<file path="config.mk">
export PLATFORM = sky130hd
export DESIGN_NAME = spi_regfile_slave
export DESIGN_NICKNAME = d
export VERILOG_FILES = /design/src/rtl/spi_rf_pkg.sv /design/src/rtl/spi_pin_sync.sv /design/src/rtl/spi_reg_bank.sv /design/src/rtl/spi_slave_fsm.sv /design/src/rtl/spi_regfile_slave.sv
export SDC_FILE = /design/constraint.sdc
export NUM_CORES = 1
export LEC_CHECK = 0
export BUFFER_PORTS_ARGS = -buffer_cell sky130_fd_sc_hd__buf_2
export CAP_MARGIN = 15
export CORE_UTILIZATION = 50
export DETAILED_ROUTE_END_ITERATION = 10
export GPL_TIMING_DRIVEN = 0
export MAX_ROUTING_LAYER = met4
export PLACE_DENSITY_LB_ADDON = 0.25
export SYNTH_ARGS = -nofsm -noshare
export SYNTH_HDL_FRONTEND = slang
export SYNTH_SLANG_ARGS = --single-unit
export TNS_END_PERCENT = 30
</file>
<file path="constraint.sdc">
create_clock -name clk -period 4.2 [get_ports clk]
set_input_delay 0.42 -clock clk [delete_from_list [all_inputs] [get_ports clk]]
set_output_delay 0.42 -clock clk [all_outputs]
set_load 0.005 [all_outputs]
</file>
<file path="src/rtl/spi_rf_pkg.sv">
package spi_rf_pkg;
    typedef enum logic [2:0] {
        ST_IDLE,
        ST_HDR,
        ST_WR_BYTE,
        ST_RD_BYTE,
        ST_HOLD
    } spi_state_e;
endpackage

</file>
<file path="src/rtl/spi_pin_sync.sv">
module spi_pin_sync #(
    parameter int          WIDTH   = 3,
    parameter int          STAGES  = 2,
    parameter logic [WIDTH-1:0] RST_VAL = '0
) (
    input  logic             clk,
    input  logic             rst_n,
    input  logic [WIDTH-1:0] din,
    output logic [WIDTH-1:0] dout
);
    logic [STAGES-1:0][WIDTH-1:0] chain;

    always_ff @(posedge clk or negedge rst_n) begin
        if (!rst_n) begin
            for (int i = 0; i < STAGES; i++) chain[i] <= RST_VAL;
        end else begin
            chain[0] <= din;
            for (int i = 1; i < STAGES; i++) chain[i] <= chain[i-1];
        end
    end

    assign dout = chain[STAGES-1];
endmodule

</file>
<file path="src/rtl/spi_reg_bank.sv">
module spi_reg_bank #(
    parameter int NUM_REGS = 16,
    parameter int DATA_W   = 8,
    parameter int IDX_W    = 7
) (
    input  logic                       clk,
    input  logic                       rst_n,
    input  logic                       we,
    input  logic [IDX_W-1:0]           waddr,
    input  logic [DATA_W-1:0]          wdata,
    input  logic [IDX_W-1:0]           raddr,
    output logic [DATA_W-1:0]          rdata,
    output logic [NUM_REGS*DATA_W-1:0] regs_flat
);
    localparam int SEL_W = (NUM_REGS > 1) ? $clog2(NUM_REGS) : 1;

    logic [NUM_REGS-1:0][DATA_W-1:0] mem;

    always_ff @(posedge clk or negedge rst_n) begin
        if (!rst_n) begin
            mem <= '0;
        end else if (we && (32'(waddr) < NUM_REGS)) begin
            mem[waddr[SEL_W-1:0]] <= wdata;
        end
    end

    always_comb begin
        rdata = '0;
        if (32'(raddr) < NUM_REGS) rdata = mem[raddr[SEL_W-1:0]];
    end

    assign regs_flat = mem;


    r6_hold_chk: assert property (@(posedge clk) disable iff (!rst_n)
        !we |=> $stable(mem));


    r5_oob_chk: assert property (@(posedge clk) disable iff (!rst_n)
        (we && (32'(waddr) >= NUM_REGS)) |=> $stable(mem));
endmodule

</file>
<file path="src/rtl/spi_slave_fsm.sv">
module spi_slave_fsm
    import spi_rf_pkg::*;
#(
    parameter int DATA_W = 8,
    parameter int IDX_W  = 7
) (
    input  logic              clk,
    input  logic              rst_n,
    input  logic              cs_s,
    input  logic              sclk_s,
    input  logic              mosi_s,
    input  logic [DATA_W-1:0] rdata,
    output logic [IDX_W-1:0]  raddr,
    output logic              we,
    output logic [IDX_W-1:0]  waddr,
    output logic [DATA_W-1:0] wdata,
    output logic              miso_q
);
    localparam int CNT_W = $clog2(DATA_W);

    spi_state_e        st, st_nx;
    logic              sclk_d;
    logic              rise;
    logic [CNT_W-1:0]  cnt;
    logic              last;
    logic [DATA_W-1:0] shin;
    logic [DATA_W-1:0] byte_now;
    logic [DATA_W-1:0] sout;
    logic [IDX_W-1:0]  idx_q;

    assign rise     = sclk_s & ~sclk_d;
    assign last     = (cnt == CNT_W'(DATA_W-1));
    assign byte_now = {shin[DATA_W-2:0], mosi_s};
    assign raddr    = byte_now[IDX_W-1:0];
    assign waddr    = idx_q;
    assign wdata    = byte_now;
    assign we       = (st == ST_WR_BYTE) && rise && last && !cs_s;

    // state register
    always_ff @(posedge clk or negedge rst_n) begin
        if (!rst_n) st <= ST_IDLE;
        else        st <= st_nx;
    end

    // next-state logic
    always_comb begin
        st_nx = st;
        unique case (st)
            ST_IDLE:    if (!cs_s) st_nx = ST_HDR;
            ST_HDR:     if (rise && last)
                            st_nx = byte_now[DATA_W-1] ? ST_RD_BYTE : ST_WR_BYTE;
            ST_WR_BYTE: if (rise && last) st_nx = ST_HOLD;
            ST_RD_BYTE: if (rise && cnt == CNT_W'(DATA_W-2)) st_nx = ST_HOLD;
            ST_HOLD:    st_nx = ST_HOLD;
            default:    st_nx = ST_IDLE;
        endcase
        if (cs_s) st_nx = ST_IDLE;
    end

    // output and datapath process
    always_ff @(posedge clk or negedge rst_n) begin
        if (!rst_n) begin
            sclk_d <= 1'b0;
            cnt    <= '0;
            shin   <= '0;
            sout   <= '0;
            idx_q  <= '0;
            miso_q <= 1'b0;
        end else begin
            sclk_d <= sclk_s;
            if (cs_s) begin
                cnt    <= '0;
                shin   <= '0;
                sout   <= '0;
                miso_q <= 1'b0;
            end else if (rise) begin
                unique case (st)
                    ST_HDR: begin
                        shin <= byte_now;
                        cnt  <= cnt + 1'b1;
                        if (last) begin
                            idx_q <= byte_now[IDX_W-1:0];
                            if (byte_now[DATA_W-1]) begin
                                miso_q <= rdata[DATA_W-1];
                                sout   <= rdata << 1;
                            end
                        end
                    end
                    ST_WR_BYTE: begin
                        shin <= byte_now;
                        cnt  <= cnt + 1'b1;
                    end
                    ST_RD_BYTE: begin
                        miso_q <= sout[DATA_W-1];
                        sout   <= sout << 1;
                        cnt    <= cnt + 1'b1;
                    end
                    default: ;
                endcase
            end
        end
    end


    r2_cs_idle_chk: assert property (@(posedge clk) disable iff (!rst_n)
        cs_s |=> (st == ST_IDLE));


    r4_miso_hold_chk: assert property (@(posedge clk) disable iff (!rst_n)
        ((st == ST_RD_BYTE || st == ST_HOLD) && !rise && !cs_s) |=> $stable(miso_q));


    r3_write_ends_chk: assert property (@(posedge clk) disable iff (!rst_n)
        we |=> (st == ST_HOLD || st == ST_IDLE));
endmodule

</file>
<file path="src/rtl/spi_regfile_slave.sv">
module spi_regfile_slave #(
    parameter int NUM_REGS    = 16,
    parameter int DATA_W      = 8,
    parameter int SYNC_STAGES = 2
) (
    input  logic                       clk,
    input  logic                       rst_n,
    input  logic                       sclk,
    input  logic                       cs_n,
    input  logic                       mosi,
    output logic                       miso,
    output logic [NUM_REGS*DATA_W-1:0] dbg_regs
);
    localparam int IDX_W = DATA_W - 1;

    logic [2:0]        pins_s;
    logic              cs_s, sclk_s, mosi_s;
    logic [IDX_W-1:0]  raddr, waddr;
    logic [DATA_W-1:0] rdata, wdata;
    logic              we, miso_q;

    spi_pin_sync #(.WIDTH(3), .STAGES(SYNC_STAGES), .RST_VAL(3'b100)) u_sync (
        .clk  (clk),
        .rst_n(rst_n),
        .din  ({cs_n, sclk, mosi}),
        .dout (pins_s)
    );
    assign {cs_s, sclk_s, mosi_s} = pins_s;

    spi_slave_fsm #(.DATA_W(DATA_W), .IDX_W(IDX_W)) u_fsm (
        .clk   (clk),
        .rst_n (rst_n),
        .cs_s  (cs_s),
        .sclk_s(sclk_s),
        .mosi_s(mosi_s),
        .rdata (rdata),
        .raddr (raddr),
        .we    (we),
        .waddr (waddr),
        .wdata (wdata),
        .miso_q(miso_q)
    );

    spi_reg_bank #(.NUM_REGS(NUM_REGS), .DATA_W(DATA_W), .IDX_W(IDX_W)) u_bank (
        .clk      (clk),
        .rst_n    (rst_n),
        .we       (we),
        .waddr    (waddr),
        .wdata    (wdata),
        .raddr    (raddr),
        .rdata    (rdata),
        .regs_flat(dbg_regs)
    );

    assign miso = ~cs_n & miso_q;
endmodule

</file>
==> flow_metrics.tcl <==
set metrics [dict create \
    outcome "finished with violations" \
    failed_checks "DRC" \
    leakagePower_nw 4.710 \
    rows 44 \
    setup_viol 0 \
    mostFrequentLayoutCells "dfrtp_1, buf_2, mux2_2" \
    die_h_microns 125.0 \
    rsz0062_at_grt "no" \
    worst_ir_drop_vdd_mv 0.3102 \
    swShare_pct 22.26 \
    layout_commonest_cell "dfrtp_1" \
    die_area_sq_um 15620 \
    min_path_type "in2async" \
    synth_nets 520 \
    critPathKind "reg2reg" \
    postRouteAntennaNets 0 \
    wl_met2_microns 9935 \
    power_report.internal_total_mw 2.526 \
    nets 673 \
    cp_num_buf_inv 0 \
    ys_ff_latch 163 \
    p_comb_share_pct 4.2 \
    route.layer.met1.wl_microns 8067 \
    firstDrtPassIters 8 \
    area_growth_pct 19.85 \
    finClkSkew_ps 10.52 \
    ctsHoldBuffers 0 \
    synth_edf_count 0 \
    die_w_microns 125.0 \
    p_per_area_nw_per_um2 358.4 \
    start_kind "register" \
    wire_per_inst_microns 23.15 \
    synth_top_cell_by_area "dfrtp_1" \
    num_io_pins 134 \
    finalSetupTns_ps 0 \
    antenna_found_initial 0 \
    design_area_sq_um 9065 \
    diodes 0 \
    post_cts_buffers 0 \
    yosysWarnings 0 \
    cp-end-kind "register" \
    cp_slowest_stage_delay_ps 650 \
    grt_pass1_wl_microns 30870 \
    worst_pin_slew_ps 939.1 \
    crit_path_frequent_cell "ha_1" \
    synthTopCellsByArea "dfrtp_1, mux2_2, mux4_2" \
    syn_area_sq_um 7564 \
    max_freq_ghz 0.4000 \
    gr-total-overflow 0 \
    dr.first_iter.drc_count 421 \
    via_per_inst 5.916 \
    topRoutingLayerUsed "met4" \
    slew_viol_final 0 \
    totalWireLength_microns 19890 \
    drive_above_1_share_pct 54.37 \
    whs_ps 61.96 \
    synth_async_sr_flop_share_pct 100.0 \
    htreeDepth 4 \
    route.met3.wl_microns 1323 \
    relSlewSlack_pct 37.10 \
    critPathRequiredTime_ps 4510 \
    min_period_ps 2500 \
    clock_power_share_pct 47.1 \
    cp.arrival_ps 2810 \
    slowest_stage "nor2_2" \
    num_vias 5082 \
    root_buffer "clkbuf_16" \
    grt_max_degree 85 \
    placed_cell_area_sq_um 8493 \
    yosysTopAreaCellShare_pct 53.27 \
    clk_pin_slew_ps 60 \
    fillCellCount 1129 \
    fin_crit_sh_pct 59.52 \
    syn_area_per_cell_sq_um 14.77 \
    yosys_most_used_dff "dfrtp_1" \
    ctsResizeCount 0 \
    clockBufferDepth 2 \
    hold_violations 0 \
    grtUsageTotal_pct 27.69 \
    coreArea_sq_um 14640 \
    initial_utilization_pct 51.65 \
    synth_cells 512 \
    maxCapViolCount 0 \
    tritoncts "built" \
    crit_fanout 8 \
    ys_seq_area_share_pct 53.96 \
    synth_cell_types 45 \
    critPathTopFamily "simple AND/OR/NAND/NOR gates" \
    grt_pass1_vias 5245 \
    p_switching_mw 0.7233 \
    cts_made_buffers 17 \
    crit_chain "ha_1 > ha_1 > and4bb_2 > nand4_2 > nor2_2 > mux2_2" \
    drc 8 \
    seqPwrFrac_pct 48.7 \
    place_hpwl_microns 13660 \
    cts_sinks 163 \
    numPortBuffers 133 \
    clock_latency_ps 430 \
    gp_congestion 0.9126 \
]
==> final timing paths <==
path / from / to / slack [ps] / cells after the start
setup reg to reg: u_fsm.cnt[0] / u_bank.regs_flat[96] / 1700 / 6
min in group clk: sclk / u_sync.chain[1] / 100 / 1
max in group asynchronous: rst_n / u_fsm.shin[5] / 3280 / 2
hold / removal: rst_n / u_bank.regs_flat[30] / 60 / 1
setup / recovery: u_fsm.cnt[0] / u_bank.regs_flat[96] / 1700 / 6
hold reg to reg: u_sync.chain[0] / u_sync.dout[0] / 350 / 0
==> metal layers <==
metal	global-route usage (%)	vias to the layer above
met5	-	-
met4	9.828	0
met3	6.975	37
met2	43.41	192
met1	35.17	2662
li1	-	2191
==> cell type report <==
cell class	instances	area [sq um]	share of cell area (%)
tap	184	230.2	2.540
inverter	2	7.507	0.08282
sequential	163	4081	45.02
buffer	40	170.2	1.877
clock inverter	9	105.1	1.159
clock buffer	20	466.7	5.148
multi-input combinational	307	3304	36.45
timing repair buffer	134	699.4	7.716
==> power by group through the flow <==
stage	Clock (mW)	Combinational [mW]	Sequential, mW
4_1_cts	1.55	0.138	1.58
6_report	1.53	0.137	1.58
5_1_grt	1.61	0.150	1.58
3_3_place_gp	0	0.131	1.61
3_5_place_dp	0	0.138	1.61
2_1_floorplan	0	0.0703	1.61
==> sequential cells by signal (all words and copies together), names as in the netlist <==
signal,count
u_sync.chain,3
u_bank.regs_flat,128
u_fsm.waddr,7
u_fsm.st,3
u_fsm.shin,7
u_fsm.cnt,3
u_fsm.sclk_d,1
u_fsm.sout,7
u_fsm.miso_q,1
u_sync.dout,3
==> cell families (layout without fill, tap and decap cells) <==
group / Yosys count / count (layout) / share of synthesized area (%)
multiplexers: 185 / 185 / 32.95
flip-flops: 163 / 163 / 53.96
AND/OR/NAND/NOR: 95 / 95 / 8.056
buffers and inverters: 42 / 205 / 2.349
AO/OA/AOI/OAI: 22 / 22 / 1.952
adder cells (fa/ha/maj): 3 / 3 / 0.4963
XOR/XNOR: 2 / 2 / 0.2316
==> Yosys cell counts (9+ instances only) <==
cell and count:
clkbuf_1 31, dfrtp_1 161, mux2_2 128, mux2_4 16, mux2i_1 9, mux4_2 32, nand2_1 11, nand2b_1 9
nor2_1 11, nor2_2 9, nor2b_1 11
==> per-stage QoR <==
stage / std cells / setup slack, ps / utilization, % / power [mW]
after floorplan: 512 / 2111 / - / 1.681
after global placement: 829 / 354.0 / 57.77 / 1.742
after detailed placement: 830 / 1722 / 58.00 / 1.748
after CTS: 859 / 1719 / 61.90 / 3.266
after global routing: 859 / 1571 / 61.90 / 3.339
final: 859 / 1700 / 61.90 / 3.249
Power figures use the tool's default switching activity.
